$ cat config.mk
export PLATFORM = sky130hd
export DESIGN_NAME = particle_stream_ctrl
export DESIGN_NICKNAME = d
export VERILOG_FILES = /design/src/rtl/psc_pkg.sv /design/src/rtl/psc_datapath.sv /design/src/rtl/psc_ctrl.sv /design/src/rtl/particle_stream_ctrl.sv
export SDC_FILE = /design/constraint.sdc
export NUM_CORES = 2
export LEC_CHECK = 0
export BUFFER_PORTS_ARGS = -buffer_cell sky130_fd_sc_hd__buf_2
export CAP_MARGIN = 5
export CORE_AREA = 2 2 365 367
export CTS_CLUSTER_SIZE = 20
export DETAILED_ROUTE_END_ITERATION = 7
export DIE_AREA = 0 0 367 369
export GPL_ROUTABILITY_DRIVEN = 1
export PLACE_DENSITY = 0.72
export SETUP_SLACK_MARGIN = 0.4
export SLEW_MARGIN = 30
export SYNTH_ARGS = -nofsm -noshare
export SYNTH_HDL_FRONTEND = slang
export SYNTH_HIERARCHICAL = 1
export SYNTH_SLANG_ARGS = --single-unit
$ cat constraint.sdc
create_clock -name clk -period 12.3 [get_ports clk]
set_clock_uncertainty 0.1 [all_clocks]
set_input_delay 2.46 -clock clk [delete_from_list [all_inputs] [get_ports clk]]
set_output_delay 2.46 -clock clk [all_outputs]
set_load 0.01 [all_outputs]
$ cat src/rtl/psc_pkg.sv
package psc_pkg;

  typedef enum logic [1:0] {
    ST_IDLE  = 2'd0,
    ST_READ  = 2'd1,
    ST_WRITE = 2'd2
  } pscState_e;

  // strobes from the control section to the datapath
  typedef struct packed {
    logic flush;      // new stage: empty FIFO and pack register
    logic push;       // store returned beat into FIFO
    logic pop;        // consumer takes FIFO head
    logic packLoad;   // place write record into pack slot
    logic packClear;  // burst accepted: zero pack register
  } pscStrobe_t;

endpackage

$ cat src/rtl/psc_datapath.sv
module psc_datapath
  import psc_pkg::*;
#(
  parameter int BEAT_W     = 128,
  parameter int BURST_LEN  = 4,
  parameter int FIFO_DEPTH = 8
) (
  input  logic                        clk,
  input  logic                        rstN,
  input  pscStrobe_t                  strobe,
  input  logic [$clog2(BURST_LEN)-1:0] packSlot,
  input  logic [BEAT_W-1:0]           memRdata,
  input  logic [BEAT_W-1:0]           wrData,
  output logic [BEAT_W-1:0]           rdData,
  output logic [$clog2(FIFO_DEPTH+1)-1:0] fifoCount,
  output logic [BURST_LEN*BEAT_W-1:0] packData
);

  localparam int PTR_W  = $clog2(FIFO_DEPTH);
  localparam int CNT_W  = $clog2(FIFO_DEPTH + 1);
  localparam int SLOT_W = $clog2(BURST_LEN);
  localparam logic [PTR_W-1:0] LAST_PTR = PTR_W'(FIFO_DEPTH - 1);

  logic [BEAT_W-1:0] store [FIFO_DEPTH];
  logic [PTR_W-1:0]  wrPtr, rdPtr;
  logic [CNT_W-1:0]  count;

  function automatic logic [PTR_W-1:0] stepPtr(input logic [PTR_W-1:0] p);
    return (p == LAST_PTR) ? '0 : p + PTR_W'(1);
  endfunction

  always_ff @(posedge clk) begin
    if (!rstN || strobe.flush) begin
      wrPtr <= '0;
      rdPtr <= '0;
      count <= '0;
    end else begin
      if (strobe.push) wrPtr <= stepPtr(wrPtr);
      if (strobe.pop)  rdPtr <= stepPtr(rdPtr);
      case ({strobe.push, strobe.pop})
        2'b10:   count <= count + CNT_W'(1);
        2'b01:   count <= count - CNT_W'(1);
        default: count <= count;
      endcase
    end
  end

  always_ff @(posedge clk) begin
    if (strobe.push) store[wrPtr] <= memRdata;
  end

  assign rdData    = store[rdPtr];
  assign fifoCount = count;

  // write packing: one register per beat slot of a burst
  logic [BURST_LEN-1:0][BEAT_W-1:0] packReg;

  for (genvar g = 0; g < BURST_LEN; g++) begin : gSlot
    always_ff @(posedge clk) begin
      if (!rstN || strobe.flush || strobe.packClear) begin
        packReg[g] <= '0;
      end else if (strobe.packLoad && packSlot == SLOT_W'(g)) begin
        packReg[g] <= wrData;
      end
    end
  end

  assign packData = packReg;

  // a returned beat is never written into a full FIFO
  a_r4_no_overflow: assert property (@(posedge clk) disable iff (!rstN)
    (strobe.push && !strobe.pop) |-> (count < CNT_W'(FIFO_DEPTH)));

  // consumer never takes from an empty FIFO
  a_r5_no_underflow: assert property (@(posedge clk) disable iff (!rstN)
    strobe.pop |-> (count != '0));

endmodule

$ cat src/rtl/psc_ctrl.sv
module psc_ctrl
  import psc_pkg::*;
#(
  parameter int N_PART     = 10,
  parameter int BURST_LEN  = 4,
  parameter int FIFO_DEPTH = 8,
  parameter int ADDR_W     = 16
) (
  input  logic                            clk,
  input  logic                            rstN,
  input  logic                            start,
  input  logic                            writeMode,
  input  logic [1:0]                      regionSel,
  output logic                            busy,
  output logic                            done,
  output logic                            rdValid,
  input  logic                            rdReady,
  input  logic                            wrValid,
  output logic                            wrReady,
  output logic                            memReq,
  output logic                            memWrite,
  output logic [ADDR_W-1:0]               memAddr,
  input  logic                            memReqReady,
  input  logic                            memRvalid,
  input  logic [$clog2(FIFO_DEPTH+1)-1:0] fifoCount,
  output pscStrobe_t                      strobe,
  output logic [$clog2(BURST_LEN)-1:0]    packSlot
);

  localparam int NUM_BURSTS = (N_PART + BURST_LEN - 1) / BURST_LEN;
  localparam int PCW    = $clog2(N_PART + 1);
  localparam int BCW    = $clog2(NUM_BURSTS + 1);
  localparam int RCW    = $clog2(NUM_BURSTS * BURST_LEN + 1);
  localparam int CNT_W  = $clog2(FIFO_DEPTH + 1);
  localparam int SUM_W  = CNT_W + 2;
  localparam int SLOT_W = $clog2(BURST_LEN);

  pscState_e         state;
  logic [ADDR_W-1:0] baseQ;
  logic [BCW-1:0]    issued;
  logic [PCW-1:0]    moved;
  logic [RCW-1:0]    retIdx;
  logic [CNT_W-1:0]  inflight;
  logic [SLOT_W-1:0] beatIdx;
  logic              burstPending;
  logic              doneQ;

  logic              startOk;
  logic [ADDR_W-1:0] regionBase;
  logic              moreBursts, room, readReq, writeReq, reqFire;
  logic              keepBeat, popFire, wrFire;
  logic              lastAccept, lastSlot, readDone, writeLast;
  logic [SUM_W-1:0]  reserved;
  logic [CNT_W-1:0]  inflightNext;

  assign startOk = start && (state == ST_IDLE);

  always_comb begin
    case (regionSel)
      2'd1:    regionBase = ADDR_W'(NUM_BURSTS);
      2'd2:    regionBase = ADDR_W'(2 * NUM_BURSTS);
      default: regionBase = '0;
    endcase
  end

  // prefetch admission: owed beats plus stored beats must leave a burst free
  assign moreBursts = issued < BCW'(NUM_BURSTS);
  assign reserved   = SUM_W'(fifoCount) + SUM_W'(inflight);
  assign room       = (reserved + SUM_W'(BURST_LEN)) <= SUM_W'(FIFO_DEPTH);
  assign readReq    = (state == ST_READ) && moreBursts && room;
  assign writeReq   = (state == ST_WRITE) && burstPending;

  assign memReq   = readReq || writeReq;
  assign memWrite = (state == ST_WRITE);
  assign memAddr  = baseQ + ADDR_W'(issued);
  assign reqFire  = memReq && memReqReady;

  assign keepBeat = memRvalid && (state == ST_READ) && (retIdx < RCW'(N_PART));
  assign rdValid  = (state == ST_READ) && (fifoCount != '0);
  assign popFire  = rdValid && rdReady;

  assign wrReady  = (state == ST_WRITE) && !burstPending && (moved < PCW'(N_PART));
  assign wrFire   = wrValid && wrReady;

  assign lastAccept = moved == PCW'(N_PART - 1);
  assign lastSlot   = beatIdx == SLOT_W'(BURST_LEN - 1);
  assign readDone   = (state == ST_READ) && (moved == PCW'(N_PART)) && (inflight == '0);
  assign writeLast  = writeReq && memReqReady && (issued == BCW'(NUM_BURSTS - 1));

  always_comb begin
    inflightNext = inflight;
    if (readReq && memReqReady) inflightNext = inflightNext + CNT_W'(BURST_LEN);
    if (memRvalid && state == ST_READ) inflightNext = inflightNext - CNT_W'(1);
  end

  always_comb begin
    strobe.flush     = startOk;
    strobe.push      = keepBeat;
    strobe.pop       = popFire;
    strobe.packLoad  = wrFire;
    strobe.packClear = writeReq && memReqReady;
  end
  assign packSlot = beatIdx;

  always_ff @(posedge clk) begin
    if (!rstN) begin
      state        <= ST_IDLE;
      baseQ        <= '0;
      issued       <= '0;
      moved        <= '0;
      retIdx       <= '0;
      inflight     <= '0;
      beatIdx      <= '0;
      burstPending <= 1'b0;
      doneQ        <= 1'b0;
    end else if (startOk) begin
      state        <= writeMode ? ST_WRITE : ST_READ;
      baseQ        <= regionBase;
      issued       <= '0;
      moved        <= '0;
      retIdx       <= '0;
      inflight     <= '0;
      beatIdx      <= '0;
      burstPending <= 1'b0;
      doneQ        <= 1'b0;
    end else begin
      case (state)
        ST_READ: begin
          if (reqFire)   issued <= issued + BCW'(1);
          if (memRvalid) retIdx <= retIdx + RCW'(1);
          inflight <= inflightNext;
          if (popFire)   moved <= moved + PCW'(1);
          if (readDone) begin
            state <= ST_IDLE;
            doneQ <= 1'b1;
          end
        end
        ST_WRITE: begin
          if (wrFire) begin
            moved   <= moved + PCW'(1);
            beatIdx <= lastSlot ? '0 : beatIdx + SLOT_W'(1);
            if (lastSlot || lastAccept) burstPending <= 1'b1;
          end
          if (reqFire) begin
            burstPending <= 1'b0;
            beatIdx      <= '0;
            issued       <= issued + BCW'(1);
          end
          if (writeLast) begin
            state <= ST_IDLE;
            doneQ <= 1'b1;
          end
        end
        default: ;
      endcase
    end
  end

  assign busy = (state != ST_IDLE);
  assign done = doneQ;

  // an unaccepted request is held with the same address and kind
  a_r10_req_hold: assert property (@(posedge clk) disable iff (!rstN)
    (memReq && !memReqReady) |=> (memReq && $stable(memAddr) && $stable(memWrite)));

  // never more than ceil(N/4) bursts in a stage
  a_r3_burst_bound: assert property (@(posedge clk) disable iff (!rstN)
    memReq |-> (issued < BCW'(NUM_BURSTS)));

  // done is only shown when no stage runs
  a_r8_done_idle: assert property (@(posedge clk) disable iff (!rstN)
    done |-> !busy);

  // region base stays fixed for the whole stage
  a_r2_region_hold: assert property (@(posedge clk) disable iff (!rstN)
    (busy && $past(busy)) |-> $stable(baseQ));

  // memory only returns beats that were requested
  a_r4_beats_owed: assert property (@(posedge clk) disable iff (!rstN)
    memRvalid |-> (inflight != '0));

endmodule

$ cat src/rtl/particle_stream_ctrl.sv
module particle_stream_ctrl
  import psc_pkg::*;
#(
  parameter int N_PART     = 10,
  parameter int BEAT_W     = 128,
  parameter int BURST_LEN  = 4,
  parameter int FIFO_DEPTH = 8,
  parameter int ADDR_W     = 16
) (
  input  logic                        clk,
  input  logic                        rstN,
  input  logic                        start,
  input  logic                        writeMode,
  input  logic [1:0]                  regionSel,
  output logic                        busy,
  output logic                        done,
  output logic                        rdValid,
  input  logic                        rdReady,
  output logic [BEAT_W-1:0]           rdData,
  input  logic                        wrValid,
  output logic                        wrReady,
  input  logic [BEAT_W-1:0]           wrData,
  output logic                        memReq,
  output logic                        memWrite,
  output logic [ADDR_W-1:0]           memAddr,
  output logic [BURST_LEN*BEAT_W-1:0] memWdata,
  input  logic                        memReqReady,
  input  logic                        memRvalid,
  input  logic [BEAT_W-1:0]           memRdata
);

  localparam int CNT_W  = $clog2(FIFO_DEPTH + 1);
  localparam int SLOT_W = $clog2(BURST_LEN);

  pscStrobe_t        strobe;
  logic [SLOT_W-1:0] packSlot;
  logic [CNT_W-1:0]  fifoCount;

  psc_ctrl #(
    .N_PART(N_PART), .BURST_LEN(BURST_LEN),
    .FIFO_DEPTH(FIFO_DEPTH), .ADDR_W(ADDR_W)
  ) uCtrl (
    .clk(clk), .rstN(rstN), .start(start), .writeMode(writeMode),
    .regionSel(regionSel), .busy(busy), .done(done),
    .rdValid(rdValid), .rdReady(rdReady), .wrValid(wrValid), .wrReady(wrReady),
    .memReq(memReq), .memWrite(memWrite), .memAddr(memAddr),
    .memReqReady(memReqReady), .memRvalid(memRvalid),
    .fifoCount(fifoCount), .strobe(strobe), .packSlot(packSlot)
  );

  psc_datapath #(
    .BEAT_W(BEAT_W), .BURST_LEN(BURST_LEN), .FIFO_DEPTH(FIFO_DEPTH)
  ) uData (
    .clk(clk), .rstN(rstN), .strobe(strobe), .packSlot(packSlot),
    .memRdata(memRdata), .wrData(wrData), .rdData(rdData),
    .fifoCount(fifoCount), .packData(memWdata)
  );

endmodule

==> run summary <==
The quantity of I/O buffers inserted on ports came out at slightly above 900. The core region area is 0.131 sq mm. The pre-antenna-repair detailed-routing pass consisted of 7 iterations.

TritonCTS built the clock tree. Clock-pin slew was measured on the worst setup and hold paths at 0.06 ns. From left edge to right edge, the die measures around 370 um. The overall overflow remaining after global route came out at 0.

In the global route stage, overall resource usage came out at 0.235. Summing over every cut layer, the via total after detailed routing is ~37000. The worst setup path is of the reg -> out kind. The worst-path cell with the longest stage delay is dfxtp_4. The final clock period utilization by the worst path is 0.551. In the detailed route, the total length drawn on met2 is approximately 77000 um. For the worst setup path, the data arrival time is 4.22 ns. The worst setup path is launched from a register.

Summing every instance area after synthesis gives 0.0587 sq mm. The final critical delay including setup and external delays came out at a little under 7 ns. The most frequently used flop master after synthesis is edfxtp_1. The mean instance size in the synthesized netlist came out at 14.7 sq um.

Synthesis produced a netlist whose cell count is 3980. Headroom to the max-slew limit came out at 0.247. Ranked by total cell area, the synthesized netlist is headed by edfxtp_1 (52%), dfxtp_1 (19%), mux4_2 (7.6%).

The transition time of the tightest slew-check pin is 1.13 ns. The post-cts repair resize count is 0. The share of synthesized area occupied by flip-flops and latches came out at 0.711. VDD sags by at most 119 uV. The insertion delay of the later-clocked pin in the worst-skew pair is 0.78 ns. For this run, design rule violations remaining after detail routing come to 0. The largest net degree at the start of global routing came out at 195. In the final layout, the share of cells above drive strength 1 is 0.309.

The wire length of the first global-routing pass came out at 236000 um. In this run the worst path has a maximum fanout of 140. Counting the buffers created by CTS gives 157.

The number of library cell types mapped by synthesis is 70. The layout net count is about 5000. In this run, post-CTS hold repair placed 0 buffers. The effective utilization at floorplan came out at 0.447. The number of setup violations in the final report came out at 0. The number of global-route vias before repair was roughly 35000.

The detailed-routed wire length on met3 came out at between 15000 and 20000 um. The tightest hold margin is roughly 0.35 ns. Ranked by instance count, the synthesized netlist is headed by nand2_1 (1046), edfxtp_1 (1024), dfxtp_1 (548).

Setup repair after global routing left no endpoint under its margin. The floorplan row count came out at 133. Adding up every negative setup slack in the final design gives 0 ns. The layout-stage area growth over the synthesis result is 18.9%. The post-synthesis async set-or-reset flop share came out at 0. The H-tree was split into 4 levels. The signal on the critical path passes through buf_12 -> buf_4 -> mux4_2 -> mux2_2 -> buf_2. The cell family contributing the most delay on the critical path is buffers and inverters. Of all cell types, the one taking the most synthesized area is edfxtp_1. For the worst setup path, the data required time is roughly 9.7 ns. In this run the clock root is driven by a clkbuf_16. The die area is 0.135 sq mm.

The routed design has 165000 um of wire. The number of violations reported at the end of detailed-routing iteration 0 came out at 4331. The delay contributed by the slowest stage of the critical path came out at 0.90 ns. The number of antenna violations at the first check in global routing came out at between 60 and 70.

During synthesis, Yosys emitted a total of 6 warnings. The flow ran to the end, and the final reports show no timing, DRC or antenna violations. In this run the post-CTS setup repair buffer count came out at 0. STA classifies the critical path endpoint as an output pin. The combined buffer and inverter count along the critical path is 3.

The achievable clock frequency came out at 147 MHz. The HPWL after detailed placement is 106000 um. The total count of max-transition violations in the final report came out at 0. The post-route antenna net violation count came out at 0. The global placement routability congestion is 0.905. The min-delay analysis places its worst path in the category reg -> reg. The highest routed metal layer is met5. The total power draw came out at 10.7 mW. Of the post-synthesis cell area, the dominant cell type holds 0.524. The synthesis-stage register bit count is approximately 1600. The routed via count divided by cell count is 5.51.

The routed metal-1 wire length is about 64000 um. The leakage power total came out at 24.3 nW. From bottom edge to top edge, the die measures 369 um.

The clock sink count came out at roughly 1600. The reported max-cap violation count is 0. The hold violation count in the final report was 0. The longest clock path from root to sink contains 3 buffers. The total I/O pin count came out at 928. The number of synthesized flops with an enable pin is 1024.

The mean routed wirelength per cell came out at 24.5 um. The total power density per cell area came out at 153 mW/mm^2. Among all cell types in the netlist, the one instantiated most often is nand2_1.
## routing by layer
layer,vias to the layer above,GRT usage
met3,402,0.0725
met1,18500,0.313
met2,1884,0.364
met4,58,0.0895
met5,-,0
li1,16300,-
## worst min-delay path, delay by kind of cell (launching register included)
family | cells | cell delay (ns)
AOI/OAI and AO/OA | 1 | 0.05
and+or+nand+nor | 1 | 0.05
DFF | 1 | 0.30
## sequential cells by signal, summed over array words and instances (netlist names), named ones only
name and flops:
uData/store 1024, uData/packData 512, uCtrl/inflight 4, uCtrl/moved 4, uCtrl/retIdx 4, uData/fifoCount 4
uCtrl/baseQ 3, uData/rdPtr 3, uData/wrPtr 3, uCtrl/issued 2, uCtrl/packSlot 2, uCtrl/state 2
uCtrl/burstPending 1, uCtrl/done 1
## cells in the final DEF, fill, tap and decap left out, types with 7 or more instances in the layout
| cell | count |
|---|---|
| a21oi_1 | 525 |
| buf_12 | 9 |
| buf_2 | 915 |
| buf_4 | 26 |
| bufinv_16 | 7 |
| clkbuf_1 | 42 |
| clkbuf_16 | 158 |
| clkbuf_8 | 15 |
| clkinv_1 | 24 |
| clkinv_16 | 10 |
| clkinv_2 | 21 |
| conb_1 | 12 |
| dfxtp_1 | 545 |
| diode_2 | 18 |
| edfxtp_1 | 1024 |
| ha_1 | 31 |
| inv_1 | 25 |
| mux2_2 | 128 |
| mux4_1 | 58 |
| mux4_2 | 198 |
| nand2_1 | 1046 |
| nor2_1 | 23 |
| nor2_4 | 7 |
| xnor2_1 | 7 |
## path summary, 6_finish.rpt
kind | start | end | slack [ns] | depth (start not counted)
worst min register to register | uData/packData[130] | uData/packData[130] | 0.35 | 2
worst max register to register | uCtrl/state[1] | uData/store[0][78] | 7.95 | 9
worst min-delay path | uData/packData[130] | uData/packData[130] | 0.35 | 2
worst max-delay path | register | rdData[125] | 5.52 | 5
## where the power goes
group | internal [mW] | switching, mW | leakage, nW
clock network | 2.65 | 2.06 | 2.49
logic | 0.0906 | 0.240 | 8.13
registers | 5.64 | 0.0113 | 13.6
total | 8.38 | 2.31 | 24.3
## cell type report
| type | count | area [sq um] |
|---|---|---|
| fill | 10700 | 61400 |
| sequential | 1572 | 41700 |
| multi-input combinational | 2133 | 15500 |
| timing repair buffer | 955 | 5030 |
| clock buffer | 215 | 4320 |
| tap | 1755 | 2200 |
| clock inverter | 73 | 840 |
| inverter | 25 | 93.8 |
| antenna | 18 | 45.0 |
## logic make-up after synthesis
kind of cell             count (synthesis)  synth area share
other                                    1         0.0000639
buffers and inverters                  286            0.0272
flip-flops                            1572             0.711
adder cells (fa/ha/maj)                 33           0.00729
XOR/XNOR                                13           0.00207
AND/OR/NAND/NOR                       1126            0.0747
AO/OA/AOI/OAI                          560            0.0501
multiplexers                           389             0.127
## metrics by stage
stage / util / std cells / worst slack, ns / instance area [sq um]
floorplan: - / 3991 / 3.36 / 58700
global placement: 0.492 / 6438 / 6.09 / 64500
detailed placement: 0.492 / 6438 / 6.09 / 64500
CTS: 0.531 / 6726 / 5.41 / 69600
global route: 0.532 / 6736 / 5.33 / 69700
finish: 0.532 / 6746 / 5.52 / 69800
No activity file was read; power rests on OpenSTA's default activity.
